File: src/rtl/sarb_pkg.sv
package sarb_pkg;
    typedef enum logic [1:0] {
        ST_IDLE   = 2'd0,
        ST_OWN    = 2'd1,
        ST_REVOKE = 2'd2
    } arb_state_t;
endpackage

File: src/rtl/sarb_rr_pick.sv
module sarb_rr_pick #(
    parameter int N     = 3,
    parameter int IDX_W = 2
) (
    input  logic [N-1:0]     req,
    input  logic [IDX_W-1:0] last,
    output logic             hit,
    output logic [IDX_W-1:0] win
);
    always_comb begin
        hit = 1'b0;
        win = last;
        for (int k = 1; k <= N; k++) begin
            if (!hit && req[(int'(last) + k) % N]) begin
                hit = 1'b1;
                win = IDX_W'((int'(last) + k) % N);
            end
        end
    end
endmodule

File: src/rtl/sarb_ctrl.sv
module sarb_ctrl
    import sarb_pkg::*;
#(
    parameter int N           = 3,
    parameter int IDX_W       = 2,
    parameter int REVOKE_WAIT = 16
) (
    input  logic             clk,
    input  logic             rst_n,
    input  logic [N-1:0]     cl_req,
    output logic [N-1:0]     gnt_o,
    output logic [IDX_W-1:0] owner_o,
    output logic             xfer_o
);
    localparam int CNT_W = $clog2(REVOKE_WAIT + 1);

    arb_state_t       st_q, st_d;
    logic [IDX_W-1:0] owner_q, owner_d;
    logic [CNT_W-1:0] cnt_q, cnt_d;
    logic [N-1:0]     own_oh;
    logic             others;
    logic             hit;
    logic [IDX_W-1:0] win;

    assign own_oh = N'(1) << owner_q;
    assign others = |(cl_req & ~own_oh);

    sarb_rr_pick #(.N(N), .IDX_W(IDX_W)) u_pick (
        .req  (cl_req),
        .last (owner_q),
        .hit  (hit),
        .win  (win)
    );

    always_comb begin
        st_d    = st_q;
        owner_d = owner_q;
        cnt_d   = '0;
        unique case (st_q)
            ST_IDLE: begin
                if (hit) begin
                    st_d    = ST_OWN;
                    owner_d = win;
                end
            end
            ST_OWN: begin
                if (!cl_req[owner_q]) begin
                    if (hit) owner_d = win;
                    else     st_d    = ST_IDLE;
                end else if (others) begin
                    if (cnt_q == CNT_W'(REVOKE_WAIT - 1)) st_d = ST_REVOKE;
                    else                                  cnt_d = cnt_q + 1'b1;
                end
            end
            ST_REVOKE: begin
                if (!cl_req[owner_q]) begin
                    if (hit) begin
                        st_d    = ST_OWN;
                        owner_d = win;
                    end else begin
                        st_d = ST_IDLE;
                    end
                end
            end
            default: st_d = ST_IDLE;
        endcase
    end

    always_ff @(posedge clk) begin
        if (!rst_n) begin
            st_q    <= ST_IDLE;
            owner_q <= IDX_W'(N - 1);
            cnt_q   <= '0;
        end else begin
            st_q    <= st_d;
            owner_q <= owner_d;
            cnt_q   <= cnt_d;
        end
    end

    always_comb begin
        gnt_o   = (st_q == ST_OWN) ? own_oh : '0;
        owner_o = owner_q;
        xfer_o  = (st_q != ST_IDLE) && cl_req[owner_q];
    end


    revoke_hold_chk: assert property (@(posedge clk) disable iff (!rst_n)
        (st_q == ST_REVOKE && cl_req[owner_q]) |=> (st_q == ST_REVOKE));

    for (genvar i = 0; i < N; i++) begin : g_gnt_chk

        grant_from_req_chk: assert property (@(posedge clk) disable iff (!rst_n)
            $rose(gnt_o[i]) |-> $past(cl_req[i]));

        grant_drop_cause_chk: assert property (@(posedge clk) disable iff (!rst_n)
            $fell(gnt_o[i]) |-> (!$past(cl_req[i]) || st_q == ST_REVOKE));
    end
endmodule

File: src/rtl/sarb_dpath.sv
module sarb_dpath #(
    parameter int N         = 3,
    parameter int IDX_W     = 2,
    parameter int ADDR_W    = 10,
    parameter int DATA_W    = 32,
    parameter int SRAM_PIPE = 2
) (
    input  logic                clk,
    input  logic                rst_n,
    input  logic                xfer,
    input  logic [IDX_W-1:0]    owner,
    input  logic [N-1:0]        cl_rnw,
    input  logic [N*ADDR_W-1:0] cl_addr,
    input  logic [N*DATA_W-1:0] cl_wdata,
    output logic [N*DATA_W-1:0] cl_rdata,
    output logic [N-1:0]        cl_rvalid,
    output logic [ADDR_W-1:0]   sram_addr,
    output logic                sram_rnw,
    output logic [DATA_W-1:0]   sram_wdata,
    input  logic [DATA_W-1:0]   sram_rdata
);
    localparam int RD_LAT   = 6;
    localparam int WR_LAG   = 2;
    localparam int TAG_LEN  = RD_LAT - 1;
    localparam int D_STAGES = RD_LAT - 2 - SRAM_PIPE;
    localparam int W_STAGES = WR_LAG + 1;

    logic              in_v_q, in_rnw_q;
    logic [IDX_W-1:0]  in_id_q;
    logic [ADDR_W-1:0] in_addr_q;
    logic [DATA_W-1:0] in_wd_q;
    logic [TAG_LEN-1:0] tag_v_q;
    logic [IDX_W-1:0]  tag_id_q [TAG_LEN];
    logic [DATA_W-1:0] d_q [D_STAGES];
    logic [DATA_W-1:0] w_q [W_STAGES];

    always_ff @(posedge clk) begin
        if (!rst_n) begin
            in_v_q   <= 1'b0;
            in_rnw_q <= 1'b1;
            sram_rnw <= 1'b1;
            tag_v_q  <= '0;
        end else begin
            in_v_q   <= xfer;
            in_rnw_q <= cl_rnw[owner];
            sram_rnw <= !(in_v_q && !in_rnw_q);
            tag_v_q  <= {tag_v_q[TAG_LEN-2:0], in_v_q && in_rnw_q};
        end
        in_id_q    <= owner;
        in_addr_q  <= cl_addr[int'(owner)*ADDR_W +: ADDR_W];
        in_wd_q    <= cl_wdata[int'(owner)*DATA_W +: DATA_W];
        sram_addr  <= in_addr_q;
        tag_id_q[0] <= in_id_q;
        for (int s = 1; s < TAG_LEN; s++) tag_id_q[s] <= tag_id_q[s-1];
        w_q[0] <= in_wd_q;
        for (int s = 1; s < W_STAGES; s++) w_q[s] <= w_q[s-1];
        d_q[0] <= sram_rdata;
        for (int s = 1; s < D_STAGES; s++) d_q[s] <= d_q[s-1];
    end

    assign sram_wdata = w_q[W_STAGES-1];

    for (genvar k = 0; k < N; k++) begin : g_ret
        always_ff @(posedge clk) begin
            if (!rst_n) begin
                cl_rvalid[k]                 <= 1'b0;
                cl_rdata[k*DATA_W +: DATA_W] <= '0;
            end else begin
                cl_rvalid[k] <= tag_v_q[TAG_LEN-1] && (tag_id_q[TAG_LEN-1] == IDX_W'(k));
                if (tag_v_q[TAG_LEN-1] && (tag_id_q[TAG_LEN-1] == IDX_W'(k)))
                    cl_rdata[k*DATA_W +: DATA_W] <= d_q[D_STAGES-1];
            end
        end
    end


    rd_latency_chk: assert property (@(posedge clk) disable iff (!rst_n)
        (in_v_q && in_rnw_q) |-> ##6 (|cl_rvalid));


    idle_rnw_chk: assert property (@(posedge clk) disable iff (!rst_n)
        !xfer |=> ##1 sram_rnw);
endmodule

File: src/rtl/sram_port_arbiter.sv
module sram_port_arbiter #(
    parameter int N_CLIENTS   = 3,
    parameter int ADDR_W      = 10,
    parameter int DATA_W      = 32,
    parameter int REVOKE_WAIT = 16,
    parameter int SRAM_PIPE   = 2
) (
    input  logic                        clk,
    input  logic                        rst_n,
    input  logic [N_CLIENTS-1:0]        cl_req,
    output logic [N_CLIENTS-1:0]        cl_gnt,
    input  logic [N_CLIENTS-1:0]        cl_rnw,
    input  logic [N_CLIENTS*ADDR_W-1:0] cl_addr,
    input  logic [N_CLIENTS*DATA_W-1:0] cl_wdata,
    output logic [N_CLIENTS*DATA_W-1:0] cl_rdata,
    output logic [N_CLIENTS-1:0]        cl_rvalid,
    output logic [ADDR_W-1:0]           sram_addr,
    output logic                        sram_rnw,
    output logic [DATA_W-1:0]           sram_wdata,
    input  logic [DATA_W-1:0]           sram_rdata
);
    localparam int IDX_W = (N_CLIENTS > 1) ? $clog2(N_CLIENTS) : 1;

    logic [IDX_W-1:0] owner;
    logic             xfer;

    sarb_ctrl #(.N(N_CLIENTS), .IDX_W(IDX_W), .REVOKE_WAIT(REVOKE_WAIT)) u_ctrl (
        .clk     (clk),
        .rst_n   (rst_n),
        .cl_req  (cl_req),
        .gnt_o   (cl_gnt),
        .owner_o (owner),
        .xfer_o  (xfer)
    );

    sarb_dpath #(
        .N(N_CLIENTS), .IDX_W(IDX_W), .ADDR_W(ADDR_W),
        .DATA_W(DATA_W), .SRAM_PIPE(SRAM_PIPE)
    ) u_dpath (
        .clk        (clk),
        .rst_n      (rst_n),
        .xfer       (xfer),
        .owner      (owner),
        .cl_rnw     (cl_rnw),
        .cl_addr    (cl_addr),
        .cl_wdata   (cl_wdata),
        .cl_rdata   (cl_rdata),
        .cl_rvalid  (cl_rvalid),
        .sram_addr  (sram_addr),
        .sram_rnw   (sram_rnw),
        .sram_wdata (sram_wdata),
        .sram_rdata (sram_rdata)
    );
endmodule

File: config.mk
export PLATFORM = sky130hd
export DESIGN_NAME = sram_port_arbiter
export DESIGN_NICKNAME = d
export VERILOG_FILES = /design/src/rtl/sarb_pkg.sv /design/src/rtl/sarb_rr_pick.sv /design/src/rtl/sarb_ctrl.sv /design/src/rtl/sarb_dpath.sv /design/src/rtl/sram_port_arbiter.sv
export SDC_FILE = /design/constraint.sdc
export NUM_CORES = 1
export LEC_CHECK = 0
export CAP_MARGIN = 0
export CORE_MARGIN = 4
export CORE_UTILIZATION = 33
export CTS_BUF_LIST = sky130_fd_sc_hd__clkbuf_4
export DETAILED_ROUTE_END_ITERATION = 6
export GPL_TIMING_DRIVEN = 0
export MAX_ROUTING_LAYER = met4
export PLACE_DENSITY_LB_ADDON = 0.05
export REMOVE_ABC_BUFFERS = 1
export SETUP_SLACK_MARGIN = 0.02
export SLEW_MARGIN = 20
export SYNTH_ARGS = -nofsm -noshare
export SYNTH_HDL_FRONTEND = slang
export SYNTH_SLANG_ARGS = --single-unit
File: constraint.sdc
create_clock -name clk -period 7 [get_ports clk]
set_clock_uncertainty 0.1 [all_clocks]
set_input_delay 0.7 -clock clk [delete_from_list [all_inputs] [get_ports clk]]
set_output_delay 0.7 -clock clk [all_outputs]
set_load 0.05 [all_outputs]
==> qor.yml <==
ys_seq_elements: 340
p_per_area_nw_per_um2: 384
top_layer: "met4"
fillCellCount: 2858
synth.most_common_cell: "dfxtp_1"
setup_viol: 0
ys.warnings.count: 0
final_antenna_net_count: 0
grt_max_degree: 56
drt_wl_total_um: 25100
grt_pass1_vias: 7396
overflow: 0
p_leak_nw: 5.54
antenna_found_initial: 1
rsz0062_at_grt: "no"
dieArea_um2: 33000
r2r_start: "u_ctrl.owner_o[0]$_SDFFE_PN0P_"
netlist.area_leader.share_pct: 68.3
htreeDepth: 3
cts_root_buffer: "clkbuf_4"
die_h_um: 182
area_growth_pct: 45.0
cp_max_fo: 38
clk_pin_slew_ps: 60
status: "complete, no violations"
netlist.top_cell.by_area: "dfxtp_1"
timing.final.crit_share_pct: 51.2
fin_nets: 1445
hold_ws_ps: 201
critPathLaunch: "u_ctrl.owner_o[0]$_SDFFE_PN0P_"
dr.pass1.iters: 4
start_util_pct: 33.5
dp_hpwl_um: 17500
finalWorstSetupSlack_ps: 3420
min_from: "u_dpath.w_q[0][57]$_DFF_P_"
cts_resized: 0
fin_crit_ps: 3580
hold_class: "reg -> reg"
netlist_area_um2: 9970
setup-tns-final_ps: 0
maxCapViolations: 0
cts.sinks: 340
synth_common_cells: "dfxtp_1, nand2_1, a21oi_1"
seq_area_frac_synth_pct: 68.3
start_kind: "flip-flop"
cp.arrival_ps: 2780
tritoncts: "yes"
required_ps: 6200
routedWlPerCell_um: 14.7
gp_congestion: 0.700
peakVddDrop_v: 0.000277
grt_first_pass_wirelength_um: 38500
met3WireLength_um: 2490
slew_headroom_pct: 39.1
dr_total_vias: 7285
max_clock_freq_mhz: 279
drc_errors: 0
synth_edf_count: 0
dp_slack_ps: 4030
synth.distinct_cells: 39
end_kind: "output pin"
wl_met2_um: 11400
cts_hold_buffers: 0
io_buffer_count: 310
slew_violations: 0
finalPower_mw: 5.56
wl_met1_um: 10900
tightest_slew_ps: 914
dpl.cell_count: 1570
drtIter0Drc: 271
track_usage_pct: 15.1
final_cell_count_no_fill: 1715
worst-setup-path-type: "reg -> out"
hold_violations: 0
synthArstFlopShare_pct: 0
rows: 63
synth_cells: 938
core_region_area_um2: 29700
cts_buffers: 86
synth_top_flop_cell: "dfxtp_1"
cts_setup_buffers: 0
viasPerCell: 4.25
drive_gt1_share_pct: 12.1
io_pins: 311
post_synth.cell_area_avg_um2: 10.6
clockBufferDepth: 3
synth_area_leaders: "dfxtp_1, nand2_1, a21oi_1, mux2i_1, buf_4"
die_w_um: 182
insertion_delay_ps: 660
## worst paths after layout
check / slack [ps] / cells past startpoint / endpoint
max reg2reg: 4330 / 8 / u_ctrl.st_q[1]$_SDFFE_PN0P_
max: 3420 / 5 / cl_gnt[2]
min: 200 / 0 / u_dpath.w_q[0][89]$_DFF_P_
min reg2reg: 200 / 0 / u_dpath.w_q[0][89]$_DFF_P_
## worst max-delay path: stages, from the launching register on
cell and delay, ps:
dfxtp_4 520, buf_16 270, inv_1 130, ha_1 320, and2_1 190, clkdlybuf4s50_1 700
## where the power goes
part           switching, mW  total [mW]  internal, mW
Clock                  0.733        1.66         0.929
Sequential             0.141        2.57          2.43
Combinational          0.836        1.33         0.492
Total                   1.71        5.56          3.85
## cell families after synthesis
| group | synth area share [%] |
|---|---|
| compound gates | 8.50 |
| xor+xnor | 0.176 |
| simple gates | 11.9 |
| flops | 68.3 |
| mux | 4.93 |
| buf+inv | 4.82 |
| fa+ha+maj | 1.38 |
## cell type report
type	count	area [um2]	area share, %
Inverter	9	36.3	0.251
Timing Repair Buffer	324	3320	23.0
Clock inverter	18	156	1.08
Sequential cell	340	6810	47.1
Multi-Input combinational cell	507	2700	18.6
Clock buffer	126	946	6.54
Antenna cell	1	2.50	0.0173
Tap cell	390	488	3.38
## stage by stage
| step | util, % | instance area, um2 |
|---|---|---|
| after floorplan | - | 9520 |
| after global placement | 44.1 | 13100 |
| after detailed placement | 44.9 | 13400 |
| after CTS | 48.6 | 14500 |
| after global routing | 48.6 | 14500 |
| final | 48.6 | 14500 |
## placed cells by master, fill, tap and decap left out, types with 3 or more instances in the layout
cell type	instances
a21oi_1	98
a31oi_1	3
and2_1	7
and3_1	3
buf_12	4
buf_4	4
bufinv_16	3
clkbuf_4	126
clkdlybuf4s50_1	310
clkinv_1	12
dfxtp_1	338
ha_1	11
inv_1	8
mux2i_1	48
nand2_1	239
nand2b_1	4
nand3_1	3
nand3b_1	4
nor2_1	9
nor2b_1	4
nor3_1	3
o21ai_0	48
## sequential cells by signal (all words and copies together), names as in the netlist
signal and count:
u_dpath.cl_rdata 96, u_dpath.w_q 96, u_dpath.d_q 64, u_dpath.in_wd_q 32
u_dpath.in_addr_q 10, u_dpath.sram_addr 10, u_dpath.tag_id_q 10, u_ctrl.cnt_q 5
u_dpath.tag_v_q 5, u_dpath.cl_rvalid 3, u_ctrl.owner_o 2, u_ctrl.st_q 2
u_dpath.in_id_q 2, u_dpath.in_rnw_q 1, u_dpath.in_v_q 1, u_dpath.sram_rnw 1
## per-layer routing
layer  vias to the layer above  track usage [%]
li1                       3727                -
met1                      3237             17.5
met2                       291             23.5
met3                        30             6.81
met4                         0             4.98
met5                         -                -
Power figures use the tool's default switching activity.
